`src/rtl/sdp_pkg.sv`:
```
package sdp_pkg;
  localparam logic [7:0] BYTE_LEAD    = 8'hAA;
  localparam logic [7:0] BYTE_SECOND  = 8'h55;
  localparam logic [7:0] BYTE_ARM     = 8'hA0;
  localparam logic [7:0] BYTE_EXTEND  = 8'h80;
  localparam logic [7:0] BYTE_RELEASE = 8'h20;

  typedef enum logic [2:0] {
    SEQ_IDLE, SEQ_LEAD, SEQ_SECOND, SEQ_OPEN,
    SEQ_EXT, SEQ_EXT_LEAD, SEQ_EXT_SECOND, SEQ_RELEASE
  } seq_t;

  // Decoded matches of the current write against the command steps.
  typedef struct packed {
    logic leadAtA;
    logic secondAtB;
    logic armAtA;
    logic extendAtA;
    logic releaseAtA;
  } hits_t;

  // Strobes from control to datapath.
  typedef struct packed {
    logic commit;
    logic cmd;
    logic setProt;
    logic clrProt;
  } strobe_t;
endpackage

```
`src/rtl/sdp_datapath.sv`:
```
module sdp_datapath
  import sdp_pkg::*;
#(
  parameter int ADDR_W = 15,
  parameter int LANES = 2,
  parameter logic [ADDR_W-1:0] CMD_ADDR_A = ADDR_W'(15'h5555),
  parameter logic [ADDR_W-1:0] CMD_ADDR_B = ADDR_W'(15'h2AAA),
  localparam int DATA_W = LANES * 8
) (
  input  logic              clk,
  input  logic              rstN,
  input  logic              porInit,
  input  logic [ADDR_W-1:0] wrAddr,
  input  logic [DATA_W-1:0] wrData,
  input  strobe_t           strobe,
  output hits_t             hits,
  output logic              commitOk,
  output logic              cmdCycle,
  output logic              protectOn
);
  logic [LANES-1:0] laneLead, laneSecond, laneArm, laneExtend, laneRelease;

  for (genvar k = 0; k < LANES; k++) begin : g_lane
    logic [7:0] laneByte;
    assign laneByte       = wrData[8*k +: 8];
    assign laneLead[k]    = (laneByte == BYTE_LEAD);
    assign laneSecond[k]  = (laneByte == BYTE_SECOND);
    assign laneArm[k]     = (laneByte == BYTE_ARM);
    assign laneExtend[k]  = (laneByte == BYTE_EXTEND);
    assign laneRelease[k] = (laneByte == BYTE_RELEASE);
  end

  logic atA, atB;
  assign atA = (wrAddr == CMD_ADDR_A);
  assign atB = (wrAddr == CMD_ADDR_B);

  always_comb begin
    hits.leadAtA    = atA && (&laneLead);
    hits.secondAtB  = atB && (&laneSecond);
    hits.armAtA     = atA && (&laneArm);
    hits.extendAtA  = atA && (&laneExtend);
    hits.releaseAtA = atA && (&laneRelease);
  end

  always_ff @(posedge clk) begin
    if (!rstN) begin
      commitOk <= 1'b0;
      cmdCycle <= 1'b0;
    end else begin
      commitOk <= strobe.commit;
      cmdCycle <= strobe.cmd;
    end
  end

  // Persistent flag: only power-on init clears it, ordinary reset does not.
  always_ff @(posedge clk) begin
    if (porInit)              protectOn <= 1'b0;
    else if (strobe.setProt)  protectOn <= 1'b1;
    else if (strobe.clrProt)  protectOn <= 1'b0;
  end
endmodule

```
`src/rtl/sdp_ctrl.sv`:
```
module sdp_ctrl
  import sdp_pkg::*;
(
  input  logic    clk,
  input  logic    rstN,
  input  logic    wrValid,
  input  logic    windowEnd,
  input  hits_t   hits,
  input  logic    protectOn,
  output strobe_t strobe
);
  seq_t state, afterWr, stepNext;
  logic stepHit;

  always_comb begin
    stepHit  = 1'b0;
    stepNext = SEQ_IDLE;
    case (state)
      SEQ_IDLE:       begin stepHit = hits.leadAtA;    stepNext = SEQ_LEAD;       end
      SEQ_LEAD:       begin stepHit = hits.secondAtB;  stepNext = SEQ_SECOND;     end
      SEQ_SECOND: begin
        if (hits.armAtA)         begin stepHit = 1'b1; stepNext = SEQ_OPEN; end
        else if (hits.extendAtA) begin stepHit = 1'b1; stepNext = SEQ_EXT;  end
      end
      SEQ_EXT:        begin stepHit = hits.leadAtA;    stepNext = SEQ_EXT_LEAD;   end
      SEQ_EXT_LEAD:   begin stepHit = hits.secondAtB;  stepNext = SEQ_EXT_SECOND; end
      SEQ_EXT_SECOND: begin stepHit = hits.releaseAtA; stepNext = SEQ_RELEASE;    end
      default: ;
    endcase
  end

  always_comb begin
    strobe  = '0;
    afterWr = state;
    if (wrValid) begin
      if (state == SEQ_OPEN || state == SEQ_RELEASE) begin
        strobe.commit = 1'b1;
      end else if (stepHit) begin
        strobe.cmd = 1'b1;
        afterWr    = stepNext;
      end else if (hits.leadAtA) begin
        strobe.cmd = 1'b1;
        afterWr    = SEQ_LEAD;
      end else begin
        strobe.commit = !protectOn;
        afterWr       = SEQ_IDLE;
      end
    end
    strobe.setProt = windowEnd && (afterWr == SEQ_OPEN);
    strobe.clrProt = windowEnd && (afterWr == SEQ_RELEASE);
  end

  always_ff @(posedge clk) begin
    if (!rstN)          state <= SEQ_IDLE;
    else if (windowEnd) state <= SEQ_IDLE;
    else                state <= afterWr;
  end
endmodule

```
`src/rtl/sdp_sequencer.sv`:
```
module sdp_sequencer
  import sdp_pkg::*;
#(
  parameter int ADDR_W = 15,
  parameter int LANES = 2,
  parameter logic [ADDR_W-1:0] CMD_ADDR_A = ADDR_W'(15'h5555),
  parameter logic [ADDR_W-1:0] CMD_ADDR_B = ADDR_W'(15'h2AAA),
  localparam int DATA_W = LANES * 8
) (
  input  logic              clk,
  input  logic              rstN,
  input  logic              porInit,
  input  logic              wrValid,
  input  logic [ADDR_W-1:0] wrAddr,
  input  logic [DATA_W-1:0] wrData,
  input  logic              windowEnd,
  output logic              commitOk,
  output logic              cmdCycle,
  output logic              protectOn
);
  hits_t   hits;
  strobe_t strobe;

  sdp_ctrl u_ctrl (
    .clk(clk), .rstN(rstN), .wrValid(wrValid), .windowEnd(windowEnd),
    .hits(hits), .protectOn(protectOn), .strobe(strobe)
  );

  sdp_datapath #(
    .ADDR_W(ADDR_W), .LANES(LANES),
    .CMD_ADDR_A(CMD_ADDR_A), .CMD_ADDR_B(CMD_ADDR_B)
  ) u_dp (
    .clk(clk), .rstN(rstN), .porInit(porInit), .wrAddr(wrAddr),
    .wrData(wrData), .strobe(strobe), .hits(hits),
    .commitOk(commitOk), .cmdCycle(cmdCycle), .protectOn(protectOn)
  );
endmodule

```
`config.mk`:
```
export PLATFORM = sky130hd
export DESIGN_NAME = sdp_sequencer
export DESIGN_NICKNAME = d
export VERILOG_FILES = /design/src/rtl/sdp_pkg.sv /design/src/rtl/sdp_datapath.sv /design/src/rtl/sdp_ctrl.sv /design/src/rtl/sdp_sequencer.sv
export SDC_FILE = /design/constraint.sdc
export NUM_CORES = 1
export LEC_CHECK = 0
export BUFFER_PORTS_ARGS = -buffer_cell sky130_fd_sc_hd__buf_2
export CAP_MARGIN = 20
export CORE_MARGIN = 2
export CORE_UTILIZATION = 42
export CTS_BUF_LIST = sky130_fd_sc_hd__clkbuf_4
export DETAILED_ROUTE_END_ITERATION = 8
export PLACE_DENSITY_LB_ADDON = 0.05
export SYNTH_ARGS = -nofsm -noshare
export SYNTH_HDL_FRONTEND = slang
export SYNTH_HIERARCHICAL = 1
export SYNTH_SLANG_ARGS = --single-unit
```
`constraint.sdc`:
```
create_clock -name clk -period 3.46 [get_ports clk]
set_clock_uncertainty 0.1 [all_clocks]
set_input_delay 0.173 -clock clk [delete_from_list [all_inputs] [get_ports clk]]
set_output_delay 0.173 -clock clk [all_outputs]
set_load 0.02 [all_outputs]
```
==> metrics.txt <==
outcome=finished, final reports clean; Final Slew Violations=0; r2r worst-path depth=7; Sequential Power Share=0.409; synthesized area=591.8 um^2; worst-path cell chain=buf_2 > nor4b_1 > nand4_1 > nor4_1 > nor3_1 > or3_1 > a221o_1 > nor3_2 > inv_1 > a21oi_1 > nor2_1; worst slew pin tran=0.6636 ns; Max-Cap Viols=0; grt ovf=0; Peak Freq=368.0 MHz; gr usage total=0.1973; H-tree lvl count=1; Layout area overhead=38.90%; initial antenna violation count=0; Final setup viols=0; Leak=approximately 0.32 nW; worst hold start=rstN; Compound-Gate Fraction of Synth Area=0.1268; Core Region=1301 um^2; Synth Register Bits=6; WL final=1.583 mm; met2 Track Usage GR=0.3563; Ant. Diodes=0; simple-gate share of the synthesized area=0.6110; Post-Synth XOR/XNOR Area=0; sw frac=0.2407; synthesized-area fraction occupied by adder cells=0; Vias=739; min-delay worst type=in2reg; Skew-Pair Late Insertion Delay=around 0.24 ns; die width=41.54 um; minimum clock period=~2.7 ns; placed wire-length estimate=1.351 mm; drt initial violations=12; post-synthesis mux area share=0.03383; met1 Use GR=0.2373; Post-Syn Instances=75; clock network power share=0.366; met3 usage=0.06957; P_int=0.0001322 W; die height=between 40 and 50 um; clock root cell=clkbuf_4; WHS=about 0.066 ns; number of remaining DRC errors=0; largest net degree at the start of global routing=9; Initial Util=0.4548; Max VDD drop=approximately 0.20 mV; number of nets with antenna violations after routing=0; critical path data required time=roughly 3.5 ns; WHS Path Cells=2; Critical Path End Type=flip-flop; Post-synth ARST share=0; Post-synth EDFFs=0; Net Switching=0.00004190 W; combinational power share=0.225; TritonCTS buffer count=3; crit share post-route=0.7854; crit path max-delay cell type=nor4_1; number of vias per cell=~5.6; Max Buffers Root-to-Sink=2; Fin Setup TNS=0 ns; port bufs=38; Final GP Congestion=between 0.9 and 1; # IOs=39; Most Crowded Layer GR=met2; post-DR wirelength/cell=12.08 um; R2R Setup Slk=1.52 ns; RR Endpoint=u_dp/protectOn; number of global-route vias before repair=689; RSZ-0062 raised after global routing=no; Max FO, Critical Path=4; Synth cell types=37; mean area per synthesized cell=7.891 um^2; DIE AREA=1725 um^2; sequential share of the synthesized area=0.2030; Core Util, Final=0.6317; Reg2Reg Launch Point=u_ctrl/state[0]; CTS tree=done; delay of the slowest cell on the worst path=0.61 ns; first drt pass iteration count=4; cell row count=13; Power Density=211.7 nW/um^2; clock transition at the registers of the reported paths=0.05 ns; normalized max-slew margin=0.5535; Ys Warns=6; Syn Nets=approximately 110; Synth Flop Type=dfxtp_1; Final nets=approximately 150; Fin. Hold Viols=0; crit path kind=in2reg; first-pass GRT wire length=2.766 mm; Critical path origin=wrAddr[1]; worst hold path endpoint=u_dp/commitOk; main combinational cell family by area after synthesis=simple AND/OR/NAND/NOR gates; Data arrival, critical path=2.76 ns; most frequent cells in the layout=buf_2, nor2_1, nand2_1, dfxtp_1, nor4_1; Final Power=0.0001741 W; clock tree sinks=6; most common cell after layout, fill and taps aside=buf_2; Critical Path Start Type=input port; layout cells sized above 1=0.4052
-- metrics by stage --
| stage | cell area (um^2) | std cells | setup WS [ns] |
|---|---|---|---|
| floorplan | 591.8 | 75 | 0.8758 |
| global placement | 789.5 | 127 | 0.6166 |
| detailed placement | 789.5 | 127 | 0.5096 |
| CTS | 822.0 | 131 | 0.7662 |
| global route | 822.0 | 131 | 0.5171 |
| finish | 822.0 | 131 | 0.7424 |
-- sequential cells by signal, summed over array words and instances (netlist names) --
signal and flops:
u_ctrl/state 3, u_dp/cmdCycle 1, u_dp/commitOk 1, u_dp/protectOn 1
-- repair_timing --
item,in CTS,in global routing
resized for setup,0,0
buffers inserted,0,0
endpoints found under the setup margin,0,0
hold endpoints to repair,1,0
hold buffers,1,0
-- worst max-delay path: cells and delay by family --
family | cells | cell delay, ns
AO/OA/AOI/OAI | 2 | 0.51
buffers and inverters | 2 | 0.15
AND/OR/NAND/NOR | 7 | 1.92
-- cell usage after synthesis (2+ instances only) --
cell	number	area (um^2)
o21ai_0	2	10.01
nor2_1	9	33.78
mux2i_1	2	20.02
nor4_1	6	37.54
nor2b_1	3	18.77
nor4b_1	3	26.28
nor4bb_1	2	20.02
and2_1	3	18.77
nand2_1	6	22.52
nand4_1	2	12.51
a21oi_1	2	10.01
and4_1	2	17.52
dfxtp_1	6	120.1
nor3_1	2	10.01
nand3_1	3	15.01
-- cell families (layout without fill, tap and decap cells) --
kind of cell | Yosys count | in the layout
flops | 6 | 6
mux | 2 | 2
simple gates | 55 | 55
buf+inv | 2 | 43
compound gates | 10 | 10
-- cell type report --
class	instances	area, um^2
Tap cell	15	18.77
Sequential cell	6	120.1
Multi-Input combinational cell	67	456.7
Inverter	1	3.754
Timing Repair Buffer	39	200.2
Fill cell	128	479.2
Clock buffer	3	22.52
-- power by group through the flow --
stage	logic (W)	registers (W)	clock network, W
6_report	0.0000392	0.0000712	0.0000637
2_1_floorplan	0.0000126	0.0000727	0
5_1_grt	0.0000436	0.0000711	0.0000710
3_3_place_gp	0.0000378	0.0000724	0
3_5_place_dp	0.0000383	0.0000724	0
4_1_cts	0.0000393	0.0000711	0.0000666
-- worst max path at each step --
stage | endpoint | slack (ns) | cells after the start
5_1_grt | u_dp/protectOn | 0.52 | 11
4_1_cts | u_dp/protectOn | 0.77 | 11
6_report | u_dp/protectOn | 0.74 | 11
2_1_floorplan | u_dp/protectOn | 0.88 | 10
3_3_place_gp | u_dp/protectOn | 0.62 | 11
3_5_place_dp | u_dp/protectOn | 0.51 | 11
-- metal layers --
| metal | wire length, um | share of wire | vias up |
|---|---|---|---|
| met3 | 106 | 0.067 | 0 |
| met2 | 724 | 0.46 | 32 |
| met1 | 753 | 0.48 | 326 |
| met4 | 0 | 0 | 0 |
| met5 | 0 | 0 | - |
| li1 | - | - | 381 |
(Power assumes the default switching activity.)
